[src/rtl/wdt_pkg.sv]
`timescale 1ns/100ps
// Shared definitions for the key-sequence watchdog: state encoding,
// unlock keys, control-word field positions and register offsets.
package wdt_pkg;
    typedef enum logic [2:0] {
        WD_OFF,
        WD_EN,
        WD_PRE,
        WD_ARMED,
        WD_SVC,
        WD_BIT
    } wd_state_e;

    localparam logic [15:0] KEY_FIRST  = 16'hA5C6;
    localparam logic [15:0] KEY_SECOND = 16'hDA7E;
    localparam int          EN_BIT     = 14;
    localparam int          KEY_LSB    = 16;
    localparam int          KEY_W      = 16;

    localparam logic [5:0]  A_CNT = 6'h10;
    localparam logic [5:0]  A_PRD = 6'h18;
    localparam logic [5:0]  A_GCR = 6'h24;
    localparam logic [5:0]  A_CTL = 6'h28;

    // watchdog mode (2) in bits 3:2, both release bits set
    localparam logic [3:0]  GCR_WDOG = 4'b1011;
endpackage

[src/rtl/wdt_key_fsm.sv]
`timescale 1ns/100ps
// Key-sequence state machine. Tracks unlock progress, arming and
// servicing, and decides when the watchdog bites.
// Assumes: ctl_wr is a single-cycle control-word write strobe, and
// cfg_ok is stable while armed (the top locks the configuration).
module wdt_key_fsm
    import wdt_pkg::*;
(
    input  logic             clk,
    input  logic             rst_n,
    input  logic             cfg_ok,
    input  logic             ctl_wr,
    input  logic             ctl_en,
    input  logic [KEY_W-1:0] ctl_key,
    input  logic             tmo,
    output wd_state_e        state,
    output logic             armed,
    output logic             bite,
    output logic             svc_clr
);
    wd_state_e nxt;

    assign armed = (state == WD_ARMED) || (state == WD_SVC);

    // Next state, bite decision and service clear
    always_comb begin
        nxt     = state;
        bite    = 1'b0;
        svc_clr = 1'b0;
        if (armed && tmo) begin
            bite = 1'b1;
            nxt  = WD_BIT;
        end else if (ctl_wr) begin
            unique case (state)
                WD_OFF: if (cfg_ok && ctl_en) nxt = WD_EN;
                WD_EN: begin
                    if (cfg_ok) begin
                        if (!ctl_en)                    nxt = WD_OFF;
                        else if (ctl_key == KEY_FIRST)  nxt = WD_PRE;
                    end
                end
                WD_PRE: begin
                    if (cfg_ok) begin
                        if (!ctl_en)                    nxt = WD_OFF;
                        else if (ctl_key == KEY_SECOND) nxt = WD_ARMED;
                    end
                end
                WD_ARMED: begin
                    if (ctl_key == KEY_FIRST) nxt = WD_SVC;
                    else begin
                        bite = 1'b1;
                        nxt  = WD_BIT;
                    end
                end
                WD_SVC: begin
                    if (ctl_key == KEY_SECOND) begin
                        svc_clr = 1'b1;
                        nxt     = WD_ARMED;
                    end else begin
                        bite = 1'b1;
                        nxt  = WD_BIT;
                    end
                end
                default: nxt = state;
            endcase
        end
    end

    // State register
    always_ff @(posedge clk) begin
        if (!rst_n) state <= WD_OFF;
        else        state <= nxt;
    end
endmodule

[src/rtl/wdt_count64.sv]
`timescale 1ns/100ps
// Wide up-counter and period register, each written as NH words of
// DW bits. Raises tmo while the counter equals the period.
// Assumes: run is only asserted while lock is asserted.
module wdt_count64 #(
    parameter int DW = 32,
    parameter int NH = 2
) (
    input  logic              clk,
    input  logic              rst_n,
    input  logic [NH-1:0]     wr_cnt,
    input  logic [NH-1:0]     wr_prd,
    input  logic [DW-1:0]     wr_data,
    input  logic              lock,
    input  logic              run,
    input  logic              clr,
    output logic [DW*NH-1:0]  cnt,
    output logic [DW*NH-1:0]  prd,
    output logic              tmo
);
    localparam int CNT_W = DW * NH;

    // Counter: clear on service, advance while armed, else software load
    always_ff @(posedge clk) begin
        if (!rst_n) begin
            cnt <= '0;
        end else if (clr) begin
            cnt <= '0;
        end else if (run) begin
            cnt <= cnt + CNT_W'(1);
        end else if (!lock) begin
            for (int h = 0; h < NH; h++)
                if (wr_cnt[h]) cnt[h*DW +: DW] <= wr_data;
        end
    end

    // Period: software load while unlocked
    always_ff @(posedge clk) begin
        if (!rst_n) begin
            prd <= '0;
        end else if (!lock) begin
            for (int h = 0; h < NH; h++)
                if (wr_prd[h]) prd[h*DW +: DW] <= wr_data;
        end
    end

    assign tmo = (cnt == prd);
endmodule

[src/rtl/wdt_rst_pulse.sv]
`timescale 1ns/100ps
// Stretches a one-cycle bite into a reset pulse of PULSE_LEN cycles.
// Assumes: bite occurs at most once between resets.
module wdt_rst_pulse #(
    parameter int PULSE_LEN = 16
) (
    input  logic clk,
    input  logic rst_n,
    input  logic bite,
    output logic rst_out
);
    localparam int PW = $clog2(PULSE_LEN + 1);

    logic [PW-1:0] left;

    // Remaining pulse length: load on bite, count down to zero
    always_ff @(posedge clk) begin
        if (!rst_n)                   left <= '0;
        else if (bite && left == '0)  left <= PW'(PULSE_LEN);
        else if (left != '0)          left <= left - PW'(1);
    end

    assign rst_out = (left != '0);
endmodule

[src/rtl/wdt_key_reset.sv]
`timescale 1ns/100ps
// Top of the key-sequence watchdog: register decode, configuration
// word, read mux, and the FSM, counter and pulse stages.
// Assumes: DW is 32, so the key sits in bits 31:16 of the control word.
module wdt_key_reset
    import wdt_pkg::*;
#(
    parameter int DW        = 32,
    parameter int CNT_W     = 64,
    parameter int PULSE_LEN = 16
) (
    input  logic          clk,
    input  logic          rst_n,
    input  logic          wr_en,
    input  logic [5:0]    wr_addr,
    input  logic [DW-1:0] wr_data,
    input  logic [5:0]    rd_addr,
    output logic [DW-1:0] rd_data,
    output logic          sys_rst_o
);
    localparam int NH = CNT_W / DW;

    wd_state_e         st;
    logic              armed, bite, svc_clr, tmo, locked, ctl_wr;
    logic [3:0]        gcr;
    logic [NH-1:0]     wr_cnt, wr_prd;
    logic [CNT_W-1:0]  cnt, prd;

    assign ctl_wr = wr_en && (wr_addr == A_CTL);
    assign locked = armed || (st == WD_BIT);

    // Per-word write strobes for counter and period
    for (genvar h = 0; h < NH; h++) begin : g_strb
        assign wr_cnt[h] = wr_en && (wr_addr == A_CNT + 6'(4 * h));
        assign wr_prd[h] = wr_en && (wr_addr == A_PRD + 6'(4 * h));
    end

    // Configuration word, frozen once armed
    always_ff @(posedge clk) begin
        if (!rst_n)                                     gcr <= '0;
        else if (wr_en && wr_addr == A_GCR && !locked)  gcr <= wr_data[3:0];
    end

    wdt_key_fsm u_fsm (
        .clk     (clk),
        .rst_n   (rst_n),
        .cfg_ok  (gcr == GCR_WDOG),
        .ctl_wr  (ctl_wr),
        .ctl_en  (wr_data[EN_BIT]),
        .ctl_key (wr_data[KEY_LSB +: KEY_W]),
        .tmo     (tmo),
        .state   (st),
        .armed   (armed),
        .bite    (bite),
        .svc_clr (svc_clr)
    );

    wdt_count64 #(.DW(DW), .NH(NH)) u_cnt (
        .clk     (clk),
        .rst_n   (rst_n),
        .wr_cnt  (wr_cnt),
        .wr_prd  (wr_prd),
        .wr_data (wr_data),
        .lock    (locked),
        .run     (armed),
        .clr     (svc_clr),
        .cnt     (cnt),
        .prd     (prd),
        .tmo     (tmo)
    );

    wdt_rst_pulse #(.PULSE_LEN(PULSE_LEN)) u_pls (
        .clk     (clk),
        .rst_n   (rst_n),
        .bite    (bite),
        .rst_out (sys_rst_o)
    );

    // Read mux
    always_comb begin
        rd_data = '0;
        for (int h = 0; h < NH; h++) begin
            if (rd_addr == A_CNT + 6'(4 * h)) rd_data = cnt[h*DW +: DW];
            if (rd_addr == A_PRD + 6'(4 * h)) rd_data = prd[h*DW +: DW];
        end
        if (rd_addr == A_GCR) rd_data[3:0]   = gcr;
        if (rd_addr == A_CTL) rd_data[EN_BIT] = (st != WD_OFF);
    end
endmodule

[config.mk]
export PLATFORM = sky130hd
export DESIGN_NAME = wdt_key_reset
export DESIGN_NICKNAME = d
export VERILOG_FILES = /design/src/rtl/wdt_pkg.sv /design/src/rtl/wdt_key_fsm.sv /design/src/rtl/wdt_count64.sv /design/src/rtl/wdt_rst_pulse.sv /design/src/rtl/wdt_key_reset.sv
export SDC_FILE = /design/constraint.sdc
export NUM_CORES = 1
export LEC_CHECK = 0
export BUFFER_PORTS_ARGS = -buffer_cell sky130_fd_sc_hd__buf_4
export CORE_UTILIZATION = 55
export DETAILED_ROUTE_END_ITERATION = 10
export GPL_TIMING_DRIVEN = 0
export PLACE_DENSITY = 0.74
export SYNTH_ARGS = -nofsm -noshare
export SYNTH_HDL_FRONTEND = slang
export SYNTH_HIERARCHICAL = 1
export SYNTH_SLANG_ARGS = --single-unit
[constraint.sdc]
create_clock -name clk -period 4 [get_ports clk]
set_input_delay 0.6 -clock clk [delete_from_list [all_inputs] [get_ports clk]]
set_output_delay 0.6 -clock clk [all_outputs]
set_load 0.01 [all_outputs]
==> results.yml <==
floorplan:
  initial_core_util_pct: 56.9
  num_rows: 46
  die_height_um: 131
  die_area_mm2: 0.0171
  die_w_um: 131
  coreArea_mm2: 0.0161
  io_pins: 80
cts:
  cts_buffers: 17
  clkLatencyLatePin_ns: 0.43
  cts_root_buf: "clkbuf_16"
  cts_buffer_depth: 2
  clkTransAtPathRegs_ns: 0.06
  cts_max_level: 4
  cts_tree: "built"
  clock_sinks: 140
  cts-hold-fix-buffers: 0
grt:
  grt-ovfl-total: 0
  grt_max_degree: 17
  grt_pass1_wl_mm: 52.8
  grt_pass1_vias: 8884
  antenna_found_initial: 0
  grt.total_usage_pct: 43.0
timing:
  setup_tns_ns: -0.00355
  fin_crit_sh_pct: 100
  final_hold_viol_count: 0
  fin_ws_ns: -0.00355
  tightest_slew_ns: 0.997
  relSlewSlack_pct: 33.0
  final_max_slew_viol_count: 0
  clock_skew_ns: 0.00938
  clock.fmax_mhz: 250
  setup_violations: 1
  holdWs_ns: 0.466
  rsz0062_at_grt: "false"
  fin_crit_ns: 4.00
synth:
  ys_types: 74
  synthArstFlopShare_pct: 0
  synth_area_per_cell_um2: 8.19
  synth_top_cell_by_area: "dfxtp_1"
  synth_most_common_cell: "nand2_1"
  yosysTopAreaCellShare_pct: 30.7
  synthCells: 1116
  synth.top_cells.by_count: "nand2_1 (205), dfxtp_1 (140), xor2_1 (69)"
  syn_area_mm2: 0.00914
  synthTopCellsByArea: "dfxtp_1 (31%), nand2_1 (8.4%), mux4_2 (7.9%), xor2_1 (6.6%), a21boi_0 (5.3%)"
  synth_warnings: 6
  synth_flop_cell: "dfxtp_1"
  synth-seq-cells: 140
  synth_edf_count: 0
  yosysSeqAreaShare_pct: 30.7
  syn_nets: 1165
hold_path:
  min_path_type: "in2reg"
  whs_endpoint: "u_cnt/prd[4]$_SDFFE_PN0P_"
  min_from: "wr_data[4]"
  whs_path_depth: 3
route:
  vias: 9785
  antenna_left: 0
  wl_per_cell_um: 25.1
  dr.first_iter.drc_count: 1446
  drt_pass1_iterations: 5
  drc: 0
  wl_mm: 36.2
  drt-vias-per-instance: 6.79
layout:
  areaGrowthSynthToFinish_pct: 16.2
  fillers: 1389
  num-nets-final: 1261
  design_area_mm2: 0.0106
  stdcell_count: 1442
  drive_gt1_share_pct: 15.7
worst_setup_path:
  critPathArrivalTime_ns: 4.33
  critPathLaunch: "u_cnt/cnt[48]$_SDFFE_PP0P_"
  critPathRequiredTime_ns: 4.33
  critPathCaptureType: "flop"
  reg2reg_depth: 12
  cp_max_fo: 10
  reg2reg_from: "u_cnt/cnt[48]$_SDFFE_PP0P_"
  r2r_slack_ns: -0.004
  reg2reg_to: "u_cnt/cnt[33]$_SDFFE_PP0P_"
  start_kind: "flop"
  crit_type: "reg2reg"
pwr:
  p_leak_nw: 4.00
  ir_worst_vdd_v: 0.000302
  p_clk_share_pct: 48.2
  p_seq_share_pct: 41.8
  swShare_pct: 24.6
  power_density_mw_per_mm2: 327
  power_frac_comb_pct: 10.0
  p_sw_uw: 855
  p_int_mw: 2.62
placed_design:
  port_buffers: 77
  place_area_mm2: 0.00999
  globalplace.congestion: 1.02
  dp_cells: 1409
  post-dp-hpwl_mm: 27.2
  pre_cts_slack_ns: 0.124
run_status:
  violations: "negative setup slack"
  status: "finished, violations left"
job:
  drv_cap: 0
worst max-delay path, stage by stage, from the launching register on:
cell and delay [ns]:
dfxtp_1 0.32, clkbuf_1 0.37, xor2_1 0.12, nor4_1 0.56
nand4_1 0.23, nor4_2 0.53, inv_1 0.18, nand2_1 0.12
nor2_1 0.06, nor2b_1 0.25, clkbuf_1 0.55, nand2_1 0.30
o22ai_1 0.31
registers in the layout, summed over array words and instances, names as in the netlist:
name         count
u_cnt/cnt       64
u_pls/left       5
u_fsm/state      3
u_cnt/prd       64
gcr              4
routing by layer:
metal / part of all wire, % / track usage [%]
met2: 44 / 66.6
met1: 37 / 54.1
met5: 0 / 0
met4: 5.4 / 23.6
met3: 13 / 12.1
through the flow:
stage | power (mW) | utilization (%)
floorplan | 1.67 | -
global placement | 1.81 | 62.2
detailed placement | 1.82 | 62.2
CTS | 3.47 | 66.1
global route | 3.56 | 66.2
finish | 3.47 | 66.2
power by group through the flow:
stage                     Sequential, mW  Clock [mW]  Combinational [mW]
after global routing                1.45        1.74               0.370
final                               1.45        1.67               0.347
after detailed placement            1.48           0               0.338
after floorplan                     1.47           0               0.200
after global placement              1.48           0               0.333
after CTS                           1.45        1.68               0.339
cell usage in the layout, fill, tap and decap left out, drive strengths merged, types with 32 or more instances in the layout:
cell and count:
nor2 45, nor4 36, xor2 69, and2 34, dfxtp 140, buf 96
o21ai 44, mux4 32, nand2 205, a21boi 64, clkbuf 82, a21oi 54
area by class of cell:
type / count / area [um^2] / share of cell area, %
inverters: 15 / 56.3 / 0.530
multi-input cells: 881 / 5950 / 56.0
plain buffers: 80 / 342 / 3.21
repair buffers: 77 / 578 / 5.44
clock inverters: 11 / 140 / 1.32
diodes: 1 / 2.50 / 0.0236
flip-flops and latches: 140 / 2800 / 26.4
clock buffers: 21 / 480 / 4.52
well taps: 216 / 270 / 2.54
how the worst max path moves through the flow:
stage                     slack [ns]                          to
after floorplan                 1.36  u_cnt/cnt[41]$_SDFFE_PP0P_
after global placement          0.12  u_cnt/cnt[33]$_SDFFE_PP0P_
after detailed placement        0.12  u_cnt/cnt[33]$_SDFFE_PP0P_
after CTS                       0.09  u_cnt/cnt[33]$_SDFFE_PP0P_
after global routing            0.07  u_cnt/cnt[50]$_SDFFE_PP0P_
final                         -0.004  u_cnt/cnt[33]$_SDFFE_PP0P_
what timing repair did:
| action | CTS | global route |
|---|---|---|
| setup endpoints to repair | 0 | 12 |
| setup buffers | 0 | 0 |
| gates resized for setup | 0 | 3 |
cells by family after synthesis:
kind of cell / after synthesis / share of synthesized area (%)
xor gates and xnor gates: 78 / 7.47
adders and majority gates: 2 / 0.274
AOI/OAI and AO/OA: 244 / 17.6
DFF: 140 / 30.7
and+or+nand+nor: 498 / 28.7
buffers and inverters: 95 / 4.34
muxes: 59 / 11.0
Power figures use the tool's default switching activity.
